[config.mk]
export PLATFORM = sky130hd
export DESIGN_NAME = synth_ctl_slave
export DESIGN_NICKNAME = d
export VERILOG_FILES = /design/src/rtl/synth_pkg.sv /design/src/rtl/synth_line_sync.sv /design/src/rtl/synth_bus_fsm.sv /design/src/rtl/synth_reg_bank.sv /design/src/rtl/synth_ctl_slave.sv
export SDC_FILE = /design/constraint.sdc
export NUM_CORES = 1
export LEC_CHECK = 0
export BUFFER_PORTS_ARGS = -buffer_cell sky130_fd_sc_hd__buf_2
export CORE_MARGIN = 2
export CORE_UTILIZATION = 55
export CTS_BUF_LIST = sky130_fd_sc_hd__clkbuf_8
export DETAILED_ROUTE_END_ITERATION = 8
export PLACE_DENSITY = 0.8
export RECOVER_POWER = 50
export SLEW_MARGIN = 15
export SYNTH_ARGS = -nofsm -noshare
export SYNTH_HDL_FRONTEND = slang
export SYNTH_SLANG_ARGS = --single-unit
[constraint.sdc]
create_clock -name clk -period 4.8 [get_ports clk]
set_input_delay 0.24 -clock clk [delete_from_list [all_inputs] [get_ports clk]]
set_output_delay 0.24 -clock clk [all_outputs]
set_load 0.05 [all_outputs]
[src/rtl/synth_pkg.sv]
// Package: shared types and constants for the synthesizer control slave.
// Assumes one byte-wide serial protocol with a fixed 5-bit address prefix.
package synth_pkg;

    // Fixed upper five bits of the device address.
    localparam logic [4:0] DEV_PREFIX = 5'b11000;

    // Bus-level protocol state.
    typedef enum logic [2:0] {
        ST_IDLE,
        ST_ADDR,
        ST_ADDR_ACK,
        ST_WR,
        ST_WR_ACK,
        ST_RD,
        ST_RD_ACK
    } bus_st_t;

    // What the next written data byte is expected to be.
    typedef enum logic [1:0] {
        EXP_ANY,
        EXP_DIV_LO,
        EXP_PORT
    } expect_t;

    // Control byte fields, in bit order below the leading 1.
    typedef struct packed {
        logic       cp;
        logic       test;
        logic       pump_off;
        logic [2:0] mode;
        logic       vdrv_off;
    } ctrl_t;

endpackage

[src/rtl/synth_line_sync.sv]
// Module: synchronises the serial clock and data lines to clk and flags
// SCL edges and START/STOP conditions. Assumes each SCL phase lasts
// several clk periods longer than STAGES.
module synth_line_sync #(
    parameter int STAGES = 2
) (
    input  logic clk,
    input  logic rst_n,
    input  logic scl_i,
    input  logic sda_i,
    output logic sda_s,
    output logic scl_rise,
    output logic scl_fall,
    output logic start_det,
    output logic stop_det
);
    logic [STAGES-1:0] scl_sh;
    logic [STAGES-1:0] sda_sh;
    logic              scl_s;
    logic              scl_d;
    logic              sda_d;

    // Shift raw lines through the synchroniser chain; idle bus reads high.
    always_ff @(posedge clk) begin
        if (!rst_n) begin
            scl_sh <= '1;
            sda_sh <= '1;
        end else begin
            scl_sh <= {scl_sh[STAGES-2:0], scl_i};
            sda_sh <= {sda_sh[STAGES-2:0], sda_i};
        end
    end

    assign scl_s = scl_sh[STAGES-1];
    assign sda_s = sda_sh[STAGES-1];

    // Keep one cycle of history for edge detection.
    always_ff @(posedge clk) begin
        if (!rst_n) begin
            scl_d <= 1'b1;
            sda_d <= 1'b1;
        end else begin
            scl_d <= scl_s;
            sda_d <= sda_s;
        end
    end

    // Decode edges of SCL and SDA transitions while SCL stays high.
    always_comb begin
        scl_rise  = scl_s & ~scl_d;
        scl_fall  = ~scl_s & scl_d;
        start_det = scl_s & scl_d & sda_d & ~sda_s;
        stop_det  = scl_s & scl_d & ~sda_d & sda_s;
    end

endmodule

[src/rtl/synth_bus_fsm.sv]
// Module: byte-level protocol engine. Matches the address, acknowledges
// bytes, presents write bytes to the register bank and shifts status out.
// Assumes edge and condition pulses from synth_line_sync.
module synth_bus_fsm
    import synth_pkg::*;
(
    input  logic       clk,
    input  logic       rst_n,
    input  logic       sda_s,
    input  logic       scl_rise,
    input  logic       scl_fall,
    input  logic       start_det,
    input  logic       stop_det,
    input  logic [1:0] strap_i,
    input  logic [7:0] status,
    output logic       sda_oe,
    output logic       wr_stb,
    output logic [7:0] wr_byte,
    output logic       xfer_start,
    output logic       rd_done,
    output bus_st_t    state
);
    logic [7:0] shreg;
    logic [2:0] bit_cnt;
    logic       full;
    logic       rw;
    logic       nack;

    // Advance the protocol state on each bus event.
    always_ff @(posedge clk) begin
        if (!rst_n) begin
            state      <= ST_IDLE;
            shreg      <= '0;
            bit_cnt    <= '0;
            full       <= 1'b0;
            rw         <= 1'b0;
            nack       <= 1'b1;
            sda_oe     <= 1'b0;
            wr_stb     <= 1'b0;
            wr_byte    <= '0;
            xfer_start <= 1'b0;
            rd_done    <= 1'b0;
        end else begin
            wr_stb     <= 1'b0;
            xfer_start <= 1'b0;
            rd_done    <= 1'b0;
            if (start_det) begin
                state      <= ST_ADDR;
                bit_cnt    <= '0;
                full       <= 1'b0;
                sda_oe     <= 1'b0;
                xfer_start <= 1'b1;
            end else if (stop_det) begin
                state  <= ST_IDLE;
                full   <= 1'b0;
                sda_oe <= 1'b0;
            end else begin
                case (state)
                    ST_ADDR, ST_WR: begin
                        if (scl_rise) begin
                            shreg   <= {shreg[6:0], sda_s};
                            bit_cnt <= bit_cnt + 3'd1;
                            if (bit_cnt == 3'd7) full <= 1'b1;
                        end else if (scl_fall && full) begin
                            full <= 1'b0;
                            if (state == ST_WR) begin
                                state  <= ST_WR_ACK;
                                sda_oe <= 1'b1;
                            end else if (shreg[7:3] == DEV_PREFIX &&
                                         shreg[2:1] == strap_i) begin
                                state  <= ST_ADDR_ACK;
                                sda_oe <= 1'b1;
                                rw     <= shreg[0];
                            end else begin
                                state <= ST_IDLE;
                            end
                        end
                    end
                    ST_ADDR_ACK: begin
                        if (scl_fall) begin
                            bit_cnt <= '0;
                            if (rw) begin
                                state  <= ST_RD;
                                shreg  <= status;
                                sda_oe <= ~status[7];
                            end else begin
                                state  <= ST_WR;
                                sda_oe <= 1'b0;
                            end
                        end
                    end
                    ST_WR_ACK: begin
                        if (scl_fall) begin
                            state   <= ST_WR;
                            sda_oe  <= 1'b0;
                            bit_cnt <= '0;
                            wr_stb  <= 1'b1;
                            wr_byte <= shreg;
                        end
                    end
                    ST_RD: begin
                        if (scl_rise) begin
                            bit_cnt <= bit_cnt + 3'd1;
                            if (bit_cnt == 3'd7) full <= 1'b1;
                        end else if (scl_fall) begin
                            if (full) begin
                                full    <= 1'b0;
                                sda_oe  <= 1'b0;
                                state   <= ST_RD_ACK;
                                rd_done <= 1'b1;
                            end else begin
                                shreg  <= {shreg[6:0], 1'b0};
                                sda_oe <= ~shreg[6];
                            end
                        end
                    end
                    ST_RD_ACK: begin
                        if (scl_rise) begin
                            nack <= sda_s;
                        end else if (scl_fall) begin
                            if (nack) begin
                                state <= ST_IDLE;
                            end else begin
                                state   <= ST_RD;
                                shreg   <= status;
                                sda_oe  <= ~status[7];
                                bit_cnt <= '0;
                            end
                        end
                    end
                    default: state <= ST_IDLE;
                endcase
            end
        end
    end

endmodule

[src/rtl/synth_reg_bank.sv]
// Module: classifies written bytes into divider, control and port data,
// holds the outputs and forms the status byte. Assumes one strobe per
// acknowledged data byte and one pulse per START.
module synth_reg_bank
    import synth_pkg::*;
#(
    parameter int DIV_W = 15
) (
    input  logic             clk,
    input  logic             rst_n,
    input  logic             xfer_start,
    input  logic             wr_stb,
    input  logic [7:0]       wr_byte,
    input  logic             rd_done,
    input  logic             lock_i,
    input  logic [2:0]       port_in,
    input  logic [2:0]       lvl_in,
    output logic [DIV_W-1:0] div_ratio,
    output ctrl_t            ctrl,
    output logic [4:0]       port_q,
    output logic [7:0]       status,
    output logic             por_flag
);
    localparam int HI_W = DIV_W - 8;

    expect_t         exp_q;
    logic [HI_W-1:0] div_hi;

    // Sort each data byte and update the matching register.
    always_ff @(posedge clk) begin
        if (!rst_n) begin
            exp_q     <= EXP_ANY;
            div_hi    <= '0;
            div_ratio <= '0;
            ctrl      <= '0;
            port_q    <= '0;
        end else if (xfer_start) begin
            exp_q <= EXP_ANY;
        end else if (wr_stb) begin
            case (exp_q)
                EXP_DIV_LO: begin
                    div_ratio <= {div_hi, wr_byte};
                    exp_q     <= EXP_ANY;
                end
                EXP_PORT: begin
                    port_q <= wr_byte[7:3];
                    exp_q  <= EXP_ANY;
                end
                default: begin
                    if (wr_byte[7]) begin
                        ctrl  <= wr_byte[6:0];
                        exp_q <= EXP_PORT;
                    end else begin
                        div_hi <= wr_byte[HI_W-1:0];
                        exp_q  <= EXP_DIV_LO;
                    end
                end
            endcase
        end
    end

    // Power-on flag: set by reset, cleared once a status byte completes.
    always_ff @(posedge clk) begin
        if (!rst_n)       por_flag <= 1'b1;
        else if (rd_done) por_flag <= 1'b0;
    end

    // Status byte joins the sticky flag with live inputs.
    always_comb status = {por_flag, lock_i, port_in, lvl_in};

endmodule

[src/rtl/synth_ctl_slave.sv]
// Module: top of the synthesizer control slave. Wires the line
// synchroniser, protocol engine and register bank. Assumes an external
// open-drain data line: sda_oe high pulls it low.
module synth_ctl_slave
    import synth_pkg::*;
#(
    parameter int SYNC_STAGES = 2,
    parameter int DIV_W       = 15
) (
    input  logic             clk,
    input  logic             rst_n,
    input  logic             scl_i,
    input  logic             sda_i,
    output logic             sda_oe,
    input  logic [1:0]       strap_i,
    input  logic             lock_i,
    input  logic [2:0]       port_in,
    input  logic [2:0]       lvl_in,
    output logic [DIV_W-1:0] div_ratio,
    output logic             cp_sel,
    output logic             test_en,
    output logic             pump_off,
    output logic [2:0]       mode_sel,
    output logic             vdrv_off,
    output logic [4:0]       port_q
);
    logic       sda_s;
    logic       scl_rise;
    logic       scl_fall;
    logic       start_det;
    logic       stop_det;
    logic       wr_stb;
    logic [7:0] wr_byte;
    logic       xfer_start;
    logic       rd_done;
    logic [7:0] status;
    logic       por_flag;
    bus_st_t    bus_state;
    ctrl_t      ctrl;

    synth_line_sync #(.STAGES(SYNC_STAGES)) u_sync (
        .clk       (clk),
        .rst_n     (rst_n),
        .scl_i     (scl_i),
        .sda_i     (sda_i),
        .sda_s     (sda_s),
        .scl_rise  (scl_rise),
        .scl_fall  (scl_fall),
        .start_det (start_det),
        .stop_det  (stop_det)
    );

    synth_bus_fsm u_fsm (
        .clk        (clk),
        .rst_n      (rst_n),
        .sda_s      (sda_s),
        .scl_rise   (scl_rise),
        .scl_fall   (scl_fall),
        .start_det  (start_det),
        .stop_det   (stop_det),
        .strap_i    (strap_i),
        .status     (status),
        .sda_oe     (sda_oe),
        .wr_stb     (wr_stb),
        .wr_byte    (wr_byte),
        .xfer_start (xfer_start),
        .rd_done    (rd_done),
        .state      (bus_state)
    );

    synth_reg_bank #(.DIV_W(DIV_W)) u_bank (
        .clk        (clk),
        .rst_n      (rst_n),
        .xfer_start (xfer_start),
        .wr_stb     (wr_stb),
        .wr_byte    (wr_byte),
        .rd_done    (rd_done),
        .lock_i     (lock_i),
        .port_in    (port_in),
        .lvl_in     (lvl_in),
        .div_ratio  (div_ratio),
        .ctrl       (ctrl),
        .port_q     (port_q),
        .status     (status),
        .por_flag   (por_flag)
    );

    // Split the control record onto its output pins.
    always_comb begin
        cp_sel   = ctrl.cp;
        test_en  = ctrl.test;
        pump_off = ctrl.pump_off;
        mode_sel = ctrl.mode;
        vdrv_off = ctrl.vdrv_off;
    end

endmodule

==> flow_metrics.py <==
metrics = {
    "outcome": {
        "status": "completed",
    },
    "floorplan": {
        "num_rows": 27,
        "num_io_pins": 41,
        "initial_utilization_pct": 56.7,
        "die_area_um2": 6260,
        "die_y_um": 79.1,
        "core_area_um2": 5470,
        "die_x_um": 79.1,
    },
    "clock_network": {
        "cts_hold_buf": 0,
        "cts_max_level": 3,
        "clockBufferDepth": 2,
        "cts_tree": "done",
        "cts_resized": 0,
        "cts_setup_buffers": 0,
        "cts.clk_slew.worst_paths_ps": 70,
        "root_buffer": "clkbuf_8",
        "clk_latency_ps": 340,
        "cts-buffers-inserted": 9,
        "clock_sinks": 72,
    },
    "setup_path": {
        "end_kind": "flop",
        "cp.required_ps": 5070,
        "cp.arrival_ps": 2920,
        "cp_max_fo": 46,
        "reg2reg_depth": 4,
        "cp-start-kind": "primary input",
        "crit_type": "in -> reg",
    },
    "yosys": {
        "synth_flop_cell": "dfxtp_1",
        "synth_area_leaders": "dfxtp_1 (46%), mux2i_1 (10%), nand2_1 (7.1%), a21oi_1 (5.2%), nor2_1 (4.2%)",
        "yosysWarnings": 0,
        "synthDominantCellAreaShare_pct": 46.4,
        "postSynthCellCount": 351,
        "syn_avg_cell_area_um2": 8.84,
        "synth_enable_flop_cells": 0,
        "ys_ff_latch": 72,
        "syn-cell-area_um2": 3100,
        "ys_types": 51,
        "synth_seq_area_share_pct": 46.4,
        "yosys.area.top_type": "dfxtp_1",
        "syn_nets": 368,
        "postSynth.asyncResetShare_pct": 0,
    },
    "timing": {
        "fin_tns_setup_ps": 0,
        "fin_crit_ps": 2650,
        "max_freq_mhz": 378,
        "timing.hold.ws_ps": 78.9,
        "tightestPinTransition_ps": 1340,
        "slew_violations": 0,
        "final-setup-viol-count": 0,
        "hold_violations": 0,
        "finalClockSkew_ps": 6.41,
        "slew_headroom_pct": 10.8,
        "rsz0062_at_grt": "false",
        "fin_crit_sh_pct": 55.1,
    },
    "placement": {
        "placed_area_um2": 3300,
        "dp.cells": 442,
        "hpwl_mm": 4.35,
        "port_buffers": 40,
        "gp_congestion": 0.845,
    },
    "finish": {
        "n_fill_cell": 482,
        "final_layout_size_suffix_gt1_share_pct": 8.07,
        "area_delta_synth_final_pct": 11.3,
        "num_antenna_cells": 0,
        "fin_util_pct": 63.1,
        "multi_input_comb_area_um2": 1540,
        "seqCellArea_um2": 1440,
        "final_cells": 456,
        "stdcell_area_um2": 3460,
        "nets": 398,
    },
    "flow_run": {
        "maxCapViolCount": 0,
    },
    "global_routing": {
        "grt_first_pass_wirelength_mm": 10.3,
        "antenna_found_initial": 0,
        "grt_use_total_pct": 21.1,
        "first_global_vias": 2286,
        "grt_max_degree": 47,
        "grt_overflow": 0,
    },
    "route": {
        "vias": 2483,
        "drt-initial-drc-count": 136,
        "post_drt_wl_per_cell_um": 13.6,
        "finalWirelength_mm": 6.20,
        "drc": 0,
        "dr.pass1.iters": 4,
        "post_drt_via_cell_ratio": 5.45,
        "postRouteAntennaNets": 0,
    },
    "power": {
        "cellLeakagePower_nw": 1.38,
        "p_per_area_nw_per_um2": 321,
        "vdd_drop_max_mv": 0.170,
    },
    "worst_hold_path": {
        "hold_path_class": "in -> reg",
        "holdPathStages": 2,
    },
}
[Yosys cell counts, drive strengths merged, types with 4 or more instances]
master / instances
buf: 9
nor2b: 4
a21oi: 33
nand3: 12
clkbuf: 12
nand2: 59
nand2b: 14
mux2: 7
inv: 8
o21ai: 7
dfxtp: 72
nor2: 35
mux2i: 31
ha: 4
[path summary, 6_finish.rpt]
path                                       start               end  slack [ps]
worst min register to register  u_sync.sda_sh[0]  u_sync.sda_sh[1]         410
worst min-delay path                       sda_i  u_sync.sda_sh[0]          80
worst max-delay path                       rst_n    u_fsm.state[1]        2150
worst max register to register    u_fsm.state[1]    u_fsm.shreg[0]        2550
[area by class of cell]
class | instances | share of cell area [%]
clock buffer | 11 | 4.38
clock inverter | 3 | 1.23
inverter | 8 | 0.869
multi-input combinational | 250 | 44.5
sequential | 72 | 41.7
tap | 72 | 2.61
timing repair buffer | 40 | 4.74
[layout by cell type, fill, tap and decap left out, drive strengths merged, types with 2 or more instances in the layout]
| cell | instances |
|---|---|
| o22ai | 2 |
| clkbuf | 40 |
| o211ai | 2 |
| nand3 | 12 |
| dfxtp | 72 |
| buf | 11 |
| and2 | 3 |
| mux2i | 31 |
| xnor2 | 2 |
| nand3b | 3 |
| or3b | 2 |
| a221oi | 3 |
| a21oi | 33 |
| o31ai | 3 |
| or2 | 2 |
| nand2 | 59 |
| o21ai | 7 |
| inv | 8 |
| ha | 4 |
| mux2 | 7 |
| nor2b | 4 |
| nor2 | 35 |
| nand2b | 14 |
[layer usage]
metal  share of wire (%)  GRT usage (%)
met5                   0              0
met4                 2.2           10.3
met3                 5.0           4.09
met2                  47           35.0
met1                  46           26.1
[power breakdown]
part | leakage [nW] | internal (mW) | switching, mW
clock | 0.0973 | 0.262 | 0.213
combinational | 0.698 | 0.0110 | 0.0197
sequential | 0.581 | 0.600 | 0.00472
[worst max-delay path, stage by stage]
cell,delay [ps]
clkbuf_1,730
inv_1,900
a31o_1,520
a2111o_1,360
o22ai_1,150
[sequential cells by signal, indices dropped and copies added, names as in the netlist, 2 cells and up]
name              count
u_bank.div_ratio     15
u_fsm.shreg           8
u_fsm.wr_byte         8
u_bank.ctrl           7
u_bank.div_hi         7
u_bank.port_q         5
u_fsm.bit_cnt         3
u_fsm.state           3
u_bank.exp_q          2
u_sync.scl_sh         2
u_sync.sda_sh         2
[logic make-up after synthesis]
kind of cell,count (synthesis),synth area share (%)
XOR/XNOR,3,0.847
buffers and inverters,29,4.07
multiplexers,38,12.7
AO/OA/AOI/OAI,63,13.2
AND/OR/NAND/NOR,142,21.2
adder cells (fa/ha/maj),4,1.61
flip-flops,72,46.4
[through the flow]
step	setup slack [ps]	power (mW)
final	2150	1.11
after global routing	1900	1.14
after CTS	2540	1.12
after detailed placement	2550	0.649
after global placement	2610	0.649
after floorplan	3150	0.641
No activity file was read; power rests on OpenSTA's default activity.
